File: src/rtl/acpu_pkg.sv
package acpu_pkg;

    localparam int OP_W   = 4;
    localparam int MODE_W = 2;

    typedef enum logic [3:0] {
        OP_HALT = 4'd0,
        OP_LDA  = 4'd1,
        OP_ADD  = 4'd2,
        OP_STA  = 4'd3,
        OP_LDX  = 4'd4,
        OP_DECX = 4'd5,
        OP_BRPX = 4'd6,
        OP_OUT  = 4'd7
    } opcode_e;

    typedef enum logic [1:0] {
        AM_DIRECT = 2'd0,
        AM_IMM    = 2'd1,
        AM_REL    = 2'd2,
        AM_INDEX  = 2'd3
    } amode_e;

    typedef enum logic [2:0] {
        S_FETCH,
        S_IWAIT,
        S_DECODE,
        S_EXEC,
        S_OWAIT,
        S_OPER,
        S_STORE,
        S_HALT
    } state_e;

    // True for opcodes that read an operand word from memory in this mode
    function automatic logic needs_operand(input logic [OP_W-1:0] op,
                                           input logic [MODE_W-1:0] md);
        logic reads;
        reads = (op == OP_LDA) || (op == OP_ADD) || (op == OP_LDX);
        return reads && (md != AM_IMM);
    endfunction

endpackage

File: src/rtl/acpu_seq.sv
module acpu_seq
    import acpu_pkg::*;
(
    input  logic              clk,
    input  logic              rst_n,
    input  logic [OP_W-1:0]   op,
    input  logic [MODE_W-1:0] mode,
    output logic              mar_from_pc,
    output logic              ir_load,
    output logic              exec_step,
    output logic              oper_step,
    output logic              store_step,
    output logic              mem_we,
    output logic              halted
);

    state_e state_q, state_d;

    // State register
    always_ff @(posedge clk) begin
        if (!rst_n) state_q <= S_FETCH;
        else        state_q <= state_d;
    end

    // Transitions
    always_comb begin
        state_d = state_q;
        unique case (state_q)
            S_FETCH:  state_d = S_IWAIT;
            S_IWAIT:  state_d = S_DECODE;
            S_DECODE: state_d = S_EXEC;
            S_EXEC: begin
                if (op == OP_HALT)               state_d = S_HALT;
                else if (op == OP_STA)           state_d = S_STORE;
                else if (needs_operand(op, mode)) state_d = S_OWAIT;
                else                             state_d = S_FETCH;
            end
            S_OWAIT:  state_d = S_OPER;
            S_OPER:   state_d = S_FETCH;
            S_STORE:  state_d = S_FETCH;
            S_HALT:   state_d = S_HALT;
            default:  state_d = S_FETCH;
        endcase
    end

    // Outputs
    always_comb begin
        mar_from_pc = 1'b0;
        ir_load     = 1'b0;
        exec_step   = 1'b0;
        oper_step   = 1'b0;
        store_step  = 1'b0;
        mem_we      = 1'b0;
        halted      = 1'b0;
        unique case (state_q)
            S_FETCH:  mar_from_pc = 1'b1;
            S_IWAIT:  ;
            S_DECODE: ir_load = 1'b1;
            S_EXEC:   exec_step = 1'b1;
            S_OWAIT:  ;
            S_OPER:   oper_step = 1'b1;
            S_STORE: begin
                store_step = 1'b1;
                mem_we     = 1'b1;
            end
            S_HALT:   halted = 1'b1;
            default:  ;
        endcase
    end

    // at most one datapath step per cycle
    assert_one_step_R2: assert property (@(posedge clk) disable iff (!rst_n)
        $onehot0({mar_from_pc, ir_load, exec_step, oper_step, store_step}));

    // the instruction register is loaded only after the memory wait cycle
    assert_ir_after_wait_R2: assert property (@(posedge clk) disable iff (!rst_n)
        ir_load |-> $past(state_q) == S_IWAIT);

    // halt is permanent and silent on the memory bus
    assert_halt_sticky_R10: assert property (@(posedge clk) disable iff (!rst_n)
        halted |=> halted);

    assert_halt_no_write_R10: assert property (@(posedge clk) disable iff (!rst_n)
        halted |-> !mem_we);

endmodule

File: src/rtl/acpu_agen.sv
module acpu_agen
    import acpu_pkg::*;
#(
    parameter int ADDR_W = 10
) (
    input  logic [MODE_W-1:0] mode,
    input  logic [ADDR_W-1:0] field,
    input  logic [ADDR_W-1:0] pc,
    input  logic [ADDR_W-1:0] x_low,
    output logic [ADDR_W-1:0] ea
);

    // Modulo-2^ADDR_W sums: a signed offset adds exactly like an unsigned one
    always_comb begin
        unique case (mode)
            AM_REL:   ea = pc + field;
            AM_INDEX: ea = field + x_low;
            default:  ea = field;
        endcase
    end

endmodule

File: src/rtl/acpu_dpath.sv
module acpu_dpath
    import acpu_pkg::*;
#(
    parameter int ADDR_W = 10,
    parameter int DATA_W = 16
) (
    input  logic              clk,
    input  logic              rst_n,
    input  logic              mar_from_pc,
    input  logic              ir_load,
    input  logic              exec_step,
    input  logic              oper_step,
    input  logic              store_step,
    input  logic              halted,
    input  logic [DATA_W-1:0] mem_rdata,
    input  logic [ADDR_W-1:0] ea,
    output logic [OP_W-1:0]   op,
    output logic [MODE_W-1:0] mode,
    output logic [ADDR_W-1:0] field,
    output logic [ADDR_W-1:0] pc,
    output logic [ADDR_W-1:0] mar,
    output logic [DATA_W-1:0] acc,
    output logic [DATA_W-1:0] xreg,
    output logic [DATA_W-1:0] out_data,
    output logic              out_valid
);

    localparam int XMSB = DATA_W - 1;

    logic [ADDR_W-1:0] pc_q, mar_q;
    logic [DATA_W-1:0] ir_q, a_q, x_q, out_q;
    logic              outv_q;
    logic [DATA_W-1:0] imm_val;
    logic [ADDR_W-1:0] pc_next;
    logic              is_imm;

    assign op      = ir_q[DATA_W-1 -: OP_W];
    assign mode    = ir_q[ADDR_W +: MODE_W];
    assign field   = ir_q[ADDR_W-1:0];
    assign imm_val = {{(DATA_W-ADDR_W){1'b0}}, field};
    assign pc_next = pc_q + 1'b1;
    assign is_imm  = (mode == AM_IMM);

    always_ff @(posedge clk) begin
        if (!rst_n) begin
            pc_q   <= '0;
            mar_q  <= '0;
            ir_q   <= '0;
            a_q    <= '0;
            x_q    <= '0;
            out_q  <= '0;
            outv_q <= 1'b0;
        end else begin
            outv_q <= 1'b0;
            if (mar_from_pc) mar_q <= pc_q;
            if (ir_load)     ir_q  <= mem_rdata;
            if (exec_step) begin
                unique case (op)
                    OP_HALT: ;
                    OP_LDA: begin
                        if (is_imm) begin
                            a_q  <= imm_val;
                            pc_q <= pc_next;
                        end else begin
                            mar_q <= ea;
                        end
                    end
                    OP_ADD: begin
                        if (is_imm) begin
                            a_q  <= a_q + imm_val;
                            pc_q <= pc_next;
                        end else begin
                            mar_q <= ea;
                        end
                    end
                    OP_LDX: begin
                        if (is_imm) begin
                            x_q  <= imm_val;
                            pc_q <= pc_next;
                        end else begin
                            mar_q <= ea;
                        end
                    end
                    OP_STA:  mar_q <= ea;
                    OP_DECX: begin
                        x_q  <= x_q - 1'b1;
                        pc_q <= pc_next;
                    end
                    OP_BRPX: pc_q <= x_q[XMSB] ? pc_next : ea;
                    OP_OUT: begin
                        out_q  <= a_q;
                        outv_q <= 1'b1;
                        pc_q   <= pc_next;
                    end
                    default: pc_q <= pc_next;
                endcase
            end
            if (oper_step) begin
                unique case (op)
                    OP_LDA:  a_q <= mem_rdata;
                    OP_ADD:  a_q <= a_q + mem_rdata;
                    OP_LDX:  x_q <= mem_rdata;
                    default: ;
                endcase
                pc_q <= pc_next;
            end
            if (store_step) pc_q <= pc_next;
        end
    end

    assign pc        = pc_q;
    assign mar       = mar_q;
    assign acc       = a_q;
    assign xreg      = x_q;
    assign out_data  = out_q;
    assign out_valid = outv_q;

    // the fetch step points memory at the current PC
    assert_fetch_addr_R2: assert property (@(posedge clk) disable iff (!rst_n)
        mar_from_pc |=> mar_q == $past(pc_q));

    // immediate operands never move the address register
    assert_imm_no_access_R4: assert property (@(posedge clk) disable iff (!rst_n)
        (exec_step && is_imm && (op == OP_LDA || op == OP_ADD || op == OP_LDX))
        |=> $stable(mar_q));

    // decrement and branch
    assert_dec_x_R8: assert property (@(posedge clk) disable iff (!rst_n)
        (exec_step && op == OP_DECX) |=> x_q == DATA_W'($past(x_q) - 1'b1));

    assert_branch_taken_R8: assert property (@(posedge clk) disable iff (!rst_n)
        (exec_step && op == OP_BRPX && !x_q[XMSB]) |=> pc_q == $past(ea));

    assert_branch_fall_R8: assert property (@(posedge clk) disable iff (!rst_n)
        (exec_step && op == OP_BRPX && x_q[XMSB])
        |=> pc_q == ADDR_W'($past(pc_q) + 1'b1));

    // output strobe lasts one cycle
    assert_out_pulse_R9: assert property (@(posedge clk) disable iff (!rst_n)
        outv_q |=> !outv_q);

    // PC frozen once halted
    assert_pc_frozen_R10: assert property (@(posedge clk) disable iff (!rst_n)
        halted |=> $stable(pc_q));

endmodule

File: src/rtl/accum_cpu.sv
module accum_cpu
    import acpu_pkg::*;
#(
    parameter int ADDR_W = 10
) (
    input  logic                            clk,
    input  logic                            rst_n,
    output logic [ADDR_W-1:0]               mem_addr,
    output logic                            mem_we,
    output logic [OP_W+MODE_W+ADDR_W-1:0]   mem_wdata,
    input  logic [OP_W+MODE_W+ADDR_W-1:0]   mem_rdata,
    output logic [OP_W+MODE_W+ADDR_W-1:0]   out_data,
    output logic                            out_valid,
    output logic                            halted
);

    localparam int DATA_W = OP_W + MODE_W + ADDR_W;

    logic              mar_from_pc, ir_load, exec_step, oper_step, store_step;
    logic [OP_W-1:0]   op;
    logic [MODE_W-1:0] mode;
    logic [ADDR_W-1:0] field, pc, mar, ea;
    logic [DATA_W-1:0] acc, xreg;

    acpu_seq u_seq (
        .clk         (clk),
        .rst_n       (rst_n),
        .op          (op),
        .mode        (mode),
        .mar_from_pc (mar_from_pc),
        .ir_load     (ir_load),
        .exec_step   (exec_step),
        .oper_step   (oper_step),
        .store_step  (store_step),
        .mem_we      (mem_we),
        .halted      (halted)
    );

    acpu_agen #(.ADDR_W(ADDR_W)) u_agen (
        .mode  (mode),
        .field (field),
        .pc    (pc),
        .x_low (xreg[ADDR_W-1:0]),
        .ea    (ea)
    );

    acpu_dpath #(.ADDR_W(ADDR_W), .DATA_W(DATA_W)) u_dpath (
        .clk         (clk),
        .rst_n       (rst_n),
        .mar_from_pc (mar_from_pc),
        .ir_load     (ir_load),
        .exec_step   (exec_step),
        .oper_step   (oper_step),
        .store_step  (store_step),
        .halted      (halted),
        .mem_rdata   (mem_rdata),
        .ea          (ea),
        .op          (op),
        .mode        (mode),
        .field       (field),
        .pc          (pc),
        .mar         (mar),
        .acc         (acc),
        .xreg        (xreg),
        .out_data    (out_data),
        .out_valid   (out_valid)
    );

    assign mem_addr  = mar;
    assign mem_wdata = acc;

    // no output strobe while parked
    assert_halt_no_out_R10: assert property (@(posedge clk) disable iff (!rst_n)
        (halted && $past(halted)) |-> !out_valid);

endmodule

File: config.mk
export PLATFORM = sky130hd
export DESIGN_NAME = accum_cpu
export DESIGN_NICKNAME = d
export VERILOG_FILES = /design/src/rtl/acpu_pkg.sv /design/src/rtl/acpu_seq.sv /design/src/rtl/acpu_agen.sv /design/src/rtl/acpu_dpath.sv /design/src/rtl/accum_cpu.sv
export SDC_FILE = /design/constraint.sdc
export NUM_CORES = 1
export LEC_CHECK = 0
export ABC_CLOCK_PERIOD_IN_PS = 4200
export BUFFER_PORTS_ARGS = -buffer_cell sky130_fd_sc_hd__buf_2
export CAP_MARGIN = 15
export CORE_AREA = 3 3 126 128
export CTS_CLUSTER_DIAMETER = 120
export DETAILED_ROUTE_END_ITERATION = 10
export DIE_AREA = 0 0 129 131
export PLACE_DENSITY = 0.7
export SYNTH_ARGS = -nofsm -noshare
export SYNTH_HDL_FRONTEND = slang
export SYNTH_SLANG_ARGS = --single-unit
File: constraint.sdc
create_clock -name clk -period 4.2 [get_ports clk]
set_clock_uncertainty 0.1 [all_clocks]
set_input_delay 0.84 -clock clk [delete_from_list [all_inputs] [get_ports clk]]
set_output_delay 0.84 -clock clk [all_outputs]
set_load 0.01 [all_outputs]
---- Word-level counts from Yosys, hierarchy flattened ----
Index checks and enable logic that the tools add are counted.
Widths: inputs -> output; s select.
cells by class
  equality and inequality tests ........... 20
  reductions and logical operators ........ 12
  $add $sub $neg .......................... 6
  muxes and demuxes ....................... 33
operators by type and width
  cell                   number
  $mux 16                8
  $pmux 16 s2            3
  $mux 10                8
  $pmux 10 s2            2
  $pmux 10 s3            1
  $pmux 3 s7             1
  $add 10x10->10         2
  $add 16x10->16         1
  $add 16x16->16         1
  $eq 4x3->1 const B     4
  $sub 16x1->16 const B  1
  $eq 3x3->1 const B     4
  $add 10x1->10 const B  1
  $mux 3                 3
  $eq 4x2->1 const B     2
  $mux 1                 7
  $eq 3x2->1 const B     2
  $eq 2x2->1 const B     2
  $eq 4x1->1 const B     1
  $logic_not 4->1        1
  $ne 4x1->1 const B     1
  $reduce_and 2->1       2
  $reduce_or 2->1        2
  $eq 3x1->1 const B     1
  other kinds (9)        10
word-level totals
  flip-flop bits (word level) ............. 88
  word-level logic and storage cells ...... 79
  output and inout port bits .............. 45

---- Logic depth before layout (Yosys ltp) ----
Gate-level depths: netlist of run 1.
  depth after elaboration ................. 8
  mapped depth ............................ 16

---- By module ----
From an unflattened synthesis of run 1, not the netlist that was laid out.
unflattened totals
  cell total of the unflattened synthesis .. 860
  area, all modules ....................... 6,764.0 um^2
by module, submodules not included
  module      seq. area each (um^2)  area each (um^2)  instances  cells each
  acpu_dpath  1,701.6                5,778.0           1          741
  acpu_agen   0.0                    734.5             1          88
  acpu_seq    60.1                   251.5             1          31

---- Worst setup path after synthesis of run 1 ----
Ideal clock, no wire load.
  path type ............................... register -> register
  start ................................... reg u_dpath.ir_q[11]
  end ..................................... reg u_dpath.pc_q[6] (netlist: u_dpath.pc[6])
  cell stages (with the launch flop) ...... 14
  arrival time ............................ 3,032 ps
  data required time ...................... 3,981 ps
  slack ................................... 949 ps
  cells stage by stage .................... dfxtp_1 -> clkbuf_1 -> nand2_1 -> clkbuf_1 -> mux2_2 -> ha_1 -> nor2b_1 -> o21a_1 -> o21a_1 -> o21a_1 -> or3_1 -> a31oi_1 -> a21oi_1 -> o221a_1
between the ends
  cells in the longest elaborated chain, start to end .. 7
  elaborated cells between the ends (all ways) .. 11
  classes of those cells .................. eq/ne (4); mux (6); reduce/logical (1)
ends and longest elaborated chain
  item                    RTL line           text
  start, declared         acpu_dpath.sv:31   logic [DATA_W-1:0] ir_q, a_q, x_q, out_q;
  start signal, assigned  acpu_dpath.sv:56   if (ir_load) ir_q <= mem_rdata;
  $eq 2x2->1              acpu_agen.sv:15    unique case (mode)
  $pmux 10 s2             acpu_agen.sv:15
  $mux 10                 acpu_dpath.sv:89   OP_BRPX: pc_q <= x_q[XMSB] ? pc_next : ea;
  $pmux 10 s3             acpu_dpath.sv:58   unique case (op)
  $mux 10                 acpu_dpath.sv:57   if (exec_step) begin
  $mux 10                 acpu_dpath.sv:98   if (oper_step) begin
  $mux 10                 acpu_dpath.sv:107  if (store_step) pc_q <= pc_next;
  end signal, assigned    acpu_dpath.sv:63   pc_q <= pc_next;
  end signal, assigned    acpu_dpath.sv:105  pc_q <= pc_next;
  end signal, assigned    acpu_dpath.sv:107
  end, declared           acpu_dpath.sv:30   logic [ADDR_W-1:0] pc_q, mar_q;
Several ways; a longest one is shown, not always the timed one. The select of a mux whose other input is x is not followed.
A chain may end at the register's enable or synchronous reset.

---- Worst setup path in the final report of run 1 ----
  start ................................... reg u_dpath.ir_q[10]
  end ..................................... reg u_dpath.mar_q[9] (netlist: u_dpath.mar[9])
between the ends
  cells in the longest elaborated chain, start to end .. 5
  elaborated cells between the ends (all ways) .. 7
  classes of those cells .................. eq/ne (3); mux (4)
ends and longest elaborated chain
  item                  RTL line                                              text
  $eq 2x2->1            acpu_agen.sv:15
  $pmux 10 s2           acpu_agen.sv:15
  $mux 10               acpu_dpath.sv:61, acpu_dpath.sv:69, acpu_dpath.sv:77
  $pmux 10 s2 *         acpu_dpath.sv:58
  $mux 10 *             acpu_dpath.sv:57
  end signal, assigned  acpu_dpath.sv:55                                      if (mar_from_pc) mar_q <= pc_q;
  end, declared         acpu_dpath.sv:30
Mark *: on every way between the ends. The rest lies on a longest branch, timed or not.

==> results of run 1 <==
cells in the final DEF, fill, tap and decap left out, types with 7 or more instances in the layout:
cell         n
nand2b_1    14
a221oi_1    10
mux2_2       9
buf_2       62
a22oi_1     14
nand2_1    121
inv_1       13
nand3_1     15
nor4_1      11
o22ai_1     13
o21a_1      10
a21oi_1     99
o211ai_1     9
ha_1        36
nor2_1      72
xnor2_1     16
o21ai_0     75
a21o_1       9
buf_4       11
nor3_1      19
and3_1       7
nor2b_1     14
xor2_1      11
clkbuf_16    9
mux2i_1     17
a211oi_1    20
dfxtp_1     88
metrics by stage:
| step | hold slack [ns] | worst slack, ns |
|---|---|---|
| 2_1_floorplan | 0.348 | 0.949 |
| 3_3_place_gp | 0.338 | 0.946 |
| 5_1_grt | 0.369 | 0.685 |
| 4_1_cts | 0.350 | 0.972 |
| 6_report | 0.348 | 0.984 |
| 3_5_place_dp | 0.341 | 0.875 |
layout make-up:
type                    instances  area [µm²]  share of cell area [%]
clock buffers                  12         267                    3.60
repair buffers                 73         393                    5.30
inverters                      14        52.6                   0.709
multi-input cells             734        4620                    62.4
flip-flops and latches         88        1760                    23.8
clock inverters                 4        75.1                    1.01
well taps                     188         235                    3.18
routing by layer:
layer | global-route usage [%] | up-vias | part of all wire (%)
met3 | 4.80 | 28 | 7.0
met2 | 39.4 | 275 | 45
met4 | 7.66 | 0 | 2.1
met1 | 33.1 | 3170 | 46
met5 | 0 | - | 0
li1 | - | 3345 | -
sequential cells by signal, indices dropped and copies added, names as in the netlist:
signal / cells
u_dpath.acc: 16
u_dpath.ir_q: 16
u_dpath.mar: 10
u_dpath.out_data: 16
u_dpath.out_valid: 1
u_dpath.pc: 10
u_dpath.xreg: 16
u_seq.state_q: 3
path summary, 6_finish.rpt:
| kind | slack (ns) | cells after the start | from | to |
|---|---|---|---|---|
| max | 0.98 | 11 | u_dpath.ir_q[10] | u_dpath.mar[9] |
| max reg2reg | 0.98 | 11 | u_dpath.ir_q[10] | u_dpath.mar[9] |
| min | 0.35 | 2 | u_dpath.out_data[12] | u_dpath.out_data[12] |
| min reg2reg | 0.35 | 2 | u_dpath.out_data[12] | u_dpath.out_data[12] |
report_power, final:
group | switching (mW) | total, mW | leakage (nW) | internal [mW]
Combinational | 0.246 | 0.367 | 2.02 | 0.121
Sequential | 0.0531 | 0.911 | 0.711 | 0.858
Clock | 0.356 | 0.926 | 0.161 | 0.570
Total | 0.655 | 2.20 | 2.89 | 1.55
critical path, cell delays in order, from the launching register on:
cell      delay, ns
dfxtp_1        0.35
nand2_1        0.30
mux2_2         0.38
ha_1           0.33
o21ai_0        0.25
o21bai_1       0.12
o311a_1        0.32
a31o_2         0.27
nor2_2         0.12
xor2_1         0.18
mux2_2         0.35
o21ai_1        0.07
kinds of logic after synthesis:
family          after synthesis
compound gates              323
simple gates                318
flops                        88
buf+inv                      64
fa+ha+maj                    39
xor+xnor                     27
mux                          27
==> results.cfg, run 1 <==
[status]
status = finished, final reports clean

[clocking]
cts_setup_buffers = 0
insertion_delay_ns = 0.36
clockRootBuffer = clkbuf_16
hold_buffers = 0
cts_max_path_buffers = 2
cts_buffers = 9
cts_tree = done
htree_levels = 3
cts.sinks = 88
clk_pin_slew_ns = 0.07
cts_resized = 0

[placed_design]
dp_cells = 1097
gp_congestion = 1.00
numPortBuffers = 62
dp_hpwl_um = 15200
place_area_um2 = 7070

[synthesis]
synth-simple-area-share_pct = 22.6
synthMostInstantiatedCell = nand2_1
synth_top_cell_by_area = dfxtp_1
synth_edf_count = 0
yosys-top-cells-count = nand2_1, a21oi_1, dfxtp_1
synthFlopType = dfxtp_1
synth_top_family_by_area = compound AO/OA/AOI/OAI gates
synthesis.instances = 886
netlist.area_leader.share_pct = 26.6
ys_ff_latch = 88
yosys.area_share.xor_xnor_pct = 3.56
yosys_warnings = 0
synth.area.top_cells = dfxtp_1, a21oi_1, nand2_1
synthAdderAreaFrac_pct = 7.70
avgSynthCellArea_um2 = 7.49
synth_area_um2 = 6630
syn-num-nets = 943
async_reset_ff_share_pct = 0
synth-compound-area-share_pct = 31.3
synth.distinct_cells = 75
ys_seq_area_share_pct = 26.6
synthMuxAreaShare_pct = 4.26

[global_route]
gr-usage-all-layers_pct = 24.4
grt_pass1_vias = 6186
antenna_found_initial = 0
overflow = 0
grt_start_max_net_pins = 63
grt_pass1_wl_um = 32900

[route]
dr.first_iter.drc_count = 641
viasPerCell = 6.13
drt_first_pass_iters = 5
num_vias = 6818
wl_per_cell_um = 18.5
postRouteAntennaNets = 0
wl_um = 20600
route.detailed.drc = 0

[power_and_ir_drop]
leakagePower_nw = 2.89
total_power_mw = 2.20
p_per_area_nw_per_um2 = 298
peakVddDrop_uv = 253

[sta]
hold_viol = 0
clock.fmax_mhz = 311
min_period_over_period_pct = 76.6
worstMarginPinSlew_ns = 1.14
rsz0062_at_grt = no
maxSlewViolCount = 0
tns_ns = 0
max_slew_margin_pct = 23.9
setup_viol = 0
period_minus_slack_ns = 3.22

[layout]
fin_nets = 977
fillers = 1490
syn_to_final_growth_pct = 11.7
postLayoutCoreUtil_pct = 49.5
antenna_cells = 0
layout.cells.non_filler = 1113
drive_above_1_share_pct = 13.1
final_area_um2 = 7410

[die]
dieArea_um2 = 16900
row_count = 45
die_w_um = 129
boundaryPins = 63
die_h_um = 131
initial_core_util_pct = 44.3
core_um2 = 15000

[critical_path]
startpoint_type = register
cp-end-kind = register
crit_arrival_ns = 3.39
crit_required_ns = 4.38
cp_max_fo = 11
path_class = register to register

[hold_path]
worstHoldPathType = register to register

[job]
maxCapViolations = 0
No activity file was read; power rests on OpenSTA's default activity.
==> run 2: changes to the inputs <==
--- a/config.mk
+++ b/config.mk
@@ -5,13 +5,14 @@
 export SDC_FILE = /design/constraint.sdc
 export NUM_CORES = 1
 export LEC_CHECK = 0
-export ABC_CLOCK_PERIOD_IN_PS = 4200
+export ABC_AREA = 1
+export ABC_CLOCK_PERIOD_IN_PS = 3100
 export BUFFER_PORTS_ARGS = -buffer_cell sky130_fd_sc_hd__buf_2
 export CAP_MARGIN = 15
-export CORE_AREA = 3 3 126 128
+export CORE_AREA = 3 3 129 131
 export CTS_CLUSTER_DIAMETER = 120
 export DETAILED_ROUTE_END_ITERATION = 10
-export DIE_AREA = 0 0 129 131
+export DIE_AREA = 0 0 132 134
 export PLACE_DENSITY = 0.7
 export SYNTH_ARGS = -nofsm -noshare
 export SYNTH_HDL_FRONTEND = slang
==> constraint.sdc (replaced) <==
create_clock -name clk -period 3.1 [get_ports clk]
set_clock_uncertainty 0.1 [all_clocks]
set_input_delay 0.62 -clock clk [delete_from_list [all_inputs] [get_ports clk]]
set_output_delay 0.62 -clock clk [all_outputs]
set_load 0.01 [all_outputs]
==> run 2 against run 1 <==
Compared with the run above:
- combinational power grew to 5.0 times the previous value
- synthesized area increased by 5.1%
- non-clock buffer count increased by 4
- first-iteration DRC count up 7.8%
- final area up 5.0%
- die area rose by 4.7%
- via count is 12% higher
- worst setup slack lost 0.55 ns
- sequential share of layout area is 1.1 points lower
- hold slack worse by 0.0090 ns
- critical endpoint is now u_dpath.pc[8]
==> results.cfg, run 2 <==
[status]
status = finished, final reports clean

[route]
num_vias = 7612
drt_first_pass_iters = 7
dr.first_iter.drc_count = 691
wl_per_cell_um = 15.8
route.detailed.drc = 0
wl_um = 22200
viasPerCell = 5.43
postRouteAntennaNets = 0

[sta]
period_minus_slack_ns = 2.66
rsz0062_at_grt = no
clock.fmax_mhz = 376
worstMarginPinSlew_ns = 0.593
min_period_over_period_pct = 85.9
maxSlewViolCount = 0
tns_ns = 0
setup_viol = 0
max_slew_margin_pct = 60.4
hold_viol = 0

[synthesis]
synth_edf_count = 0
synth_area_um2 = 6980
ys_ff_latch = 88
async_reset_ff_share_pct = 0
yosys-top-cells-count = nand2_1, a21oi_1, inv_1
synthFlopType = dfxtp_1
synth.distinct_cells = 52
yosys_warnings = 0
netlist.area_leader.share_pct = 25.3
avgSynthCellArea_um2 = 6.13
ys_seq_area_share_pct = 25.3
synthMostInstantiatedCell = nand2_1
syn-num-nets = 1194
synth.area.top_cells = dfxtp_1, nand2_1, a21oi_1
synthesis.instances = 1137
synth_top_cell_by_area = dfxtp_1

[global_route]
gr-usage-all-layers_pct = 24.5
grt_pass1_vias = 6650
grt_pass1_wl_um = 35400
antenna_found_initial = 0
grt_start_max_net_pins = 50
overflow = 0

[critical_path]
crit_cells = 13
r2r-start = u_dpath.ir_q[10]
startpoint = u_dpath.ir_q[10]
regToRegEndpoint = u_dpath.pc[8]
crit_chain = nand2_2 > o21ai_0 > ha_1 > inv_1 > fa_1 > o21ai_1 > nand3_1 > nand2_1 > nand3_1 > a21o_1 > nand3_1 > nand3_1 > a21oi_1
crit_arrival_ns = 2.84
critPathCapture = u_dpath.pc[8]
crit_required_ns = 3.28
reg2reg_slack_ns = 0.44
path_buf_inv = 1
cp_max_fo = 19
crit_slowest_cell = fa_1
startpoint_type = register
critPathMaxStageDelay_ns = 0.44
cp-end-kind = register
r2r_cells = 13
crit_family = compound AO/OA/AOI/OAI gates
path_common_cell = nand3_1
path_class = register to register

[clocking]
cts_tree = done
cts_setup_buffers = 0
cts_max_path_buffers = 2
htree_levels = 3
cts.sinks = 88
insertion_delay_ns = 0.35
cts_buffers = 9
clk_pin_slew_ns = 0.07
clockRootBuffer = clkbuf_16

[hold_path]
worstHoldPathType = register to register

[layout]
drive_above_1_share_pct = 11.0
postLayoutCoreUtil_pct = 49.5
syn_to_final_growth_pct = 11.5
antenna_cells = 0
final_cell_mix = nand2_1, a21oi_1, inv_1
final_common_cell = nand2_1
fin_nets = 1240

[placed_design]
numPortBuffers = 62
dp_hpwl_um = 17000
gp_congestion = 0.946

[die]
row_count = 46
die_w_um = 132
boundaryPins = 63
initial_core_util_pct = 44.4
core_um2 = 15700
dieArea_um2 = 17700
die_h_um = 134

[power_and_ir_drop]
total_power_mw = 4.33
leakagePower_nw = 3.59
peakVddDrop_uv = 317
p_per_area_nw_per_um2 = 556

[job]
maxCapViolations = 0
==> run 2: cell count changes in the layout (fill, tap and decap cells not counted), sizes merged, moves of 16 or more <==
cell	delta
a21oi	+39
nor2	+25
o21ai	+52
nand2	+174
nor3	-16
a211oi	-17
inv	+128
nand3	+49
==> run 2: worst min path at each step <==
| stage | start | end | cells after the start |
|---|---|---|---|
| 3_5_place_dp | u_dpath.out_data[14] | u_dpath.out_data[14] | 2 |
| 4_1_cts | u_dpath.out_data[11] | u_dpath.out_data[11] | 2 |
| 2_1_floorplan | u_dpath.ir_q[14] | u_dpath.ir_q[14] | 2 |
| 3_3_place_gp | u_dpath.out_data[15] | u_dpath.out_data[15] | 2 |
| 5_1_grt | u_dpath.out_data[12] | u_dpath.out_data[12] | 2 |
| 6_report | u_dpath.out_data[11] | u_dpath.out_data[11] | 2 |
==> run 2: what timing repair did <==
action | in CTS | in global routing
hold buffers | 0 | 0
endpoints found under the setup margin | 0 | 2
gates resized for setup | 0 | 1
==> run 2: tightest hold or removal path, stage by stage (launching register included) <==
cell	delay (ns)
dfxtp_1	0.30
inv_1	0.05
a21oi_1	0.05
==> run 2: layout make-up <==
| type | count | area [µm²] |
|---|---|---|
| multi-input combinational | 864 | 4490 |
| clock buffer | 12 | 267 |
| fill | 1689 | 7930 |
| clock inverter | 2 | 15.0 |
| sequential | 88 | 1760 |
| timing repair buffer | 77 | 443 |
| tap | 216 | 270 |
| inverter | 143 | 537 |
==> run 2: cell families after synthesis <==
| group | share of synthesized area, % |
|---|---|
| DFF | 25.3 |
| muxes | 1.08 |
| xor gates and xnor gates | 1.51 |
| AOI/OAI and AO/OA | 25.1 |
| adders and majority gates | 7.32 |
| and+or+nand+nor | 29.3 |
| buffers and inverters | 10.4 |
==> run 2: report_power, final <==
group	internal (mW)	leakage, nW	switching, mW	total, mW
clock	0.601	0.133	0.463	1.06
sequential	1.26	0.712	0.173	1.44
combinational	0.562	2.75	1.27	1.83
==> run 2: per-stage QoR <==
step           instance area [µm²]  cells  hold WS, ns  setup WS, ns
4_1_cts                       7750   1401        0.344         0.365
3_3_place_gp                  7470   1387        0.329         0.476
6_report                      7780   1402        0.339         0.438
2_1_floorplan                 6980   1137        0.337         0.442
3_5_place_dp                  7470   1387        0.333         0.395
5_1_grt                       7780   1402        0.360        0.0602
==> run 2: layer usage <==
| layer | up-vias | wire, µm | GRT usage (%) | part of all wire, % |
|---|---|---|---|---|
| li1 | 3865 | - | - | - |
| met1 | 3418 | 10500 | 35.6 | 47 |
| met2 | 299 | 9560 | 37.1 | 43 |
| met3 | 30 | 1680 | 4.28 | 7.6 |
| met4 | 0 | 429 | 7.12 | 1.9 |
| met5 | - | 0 | 0 | 0 |
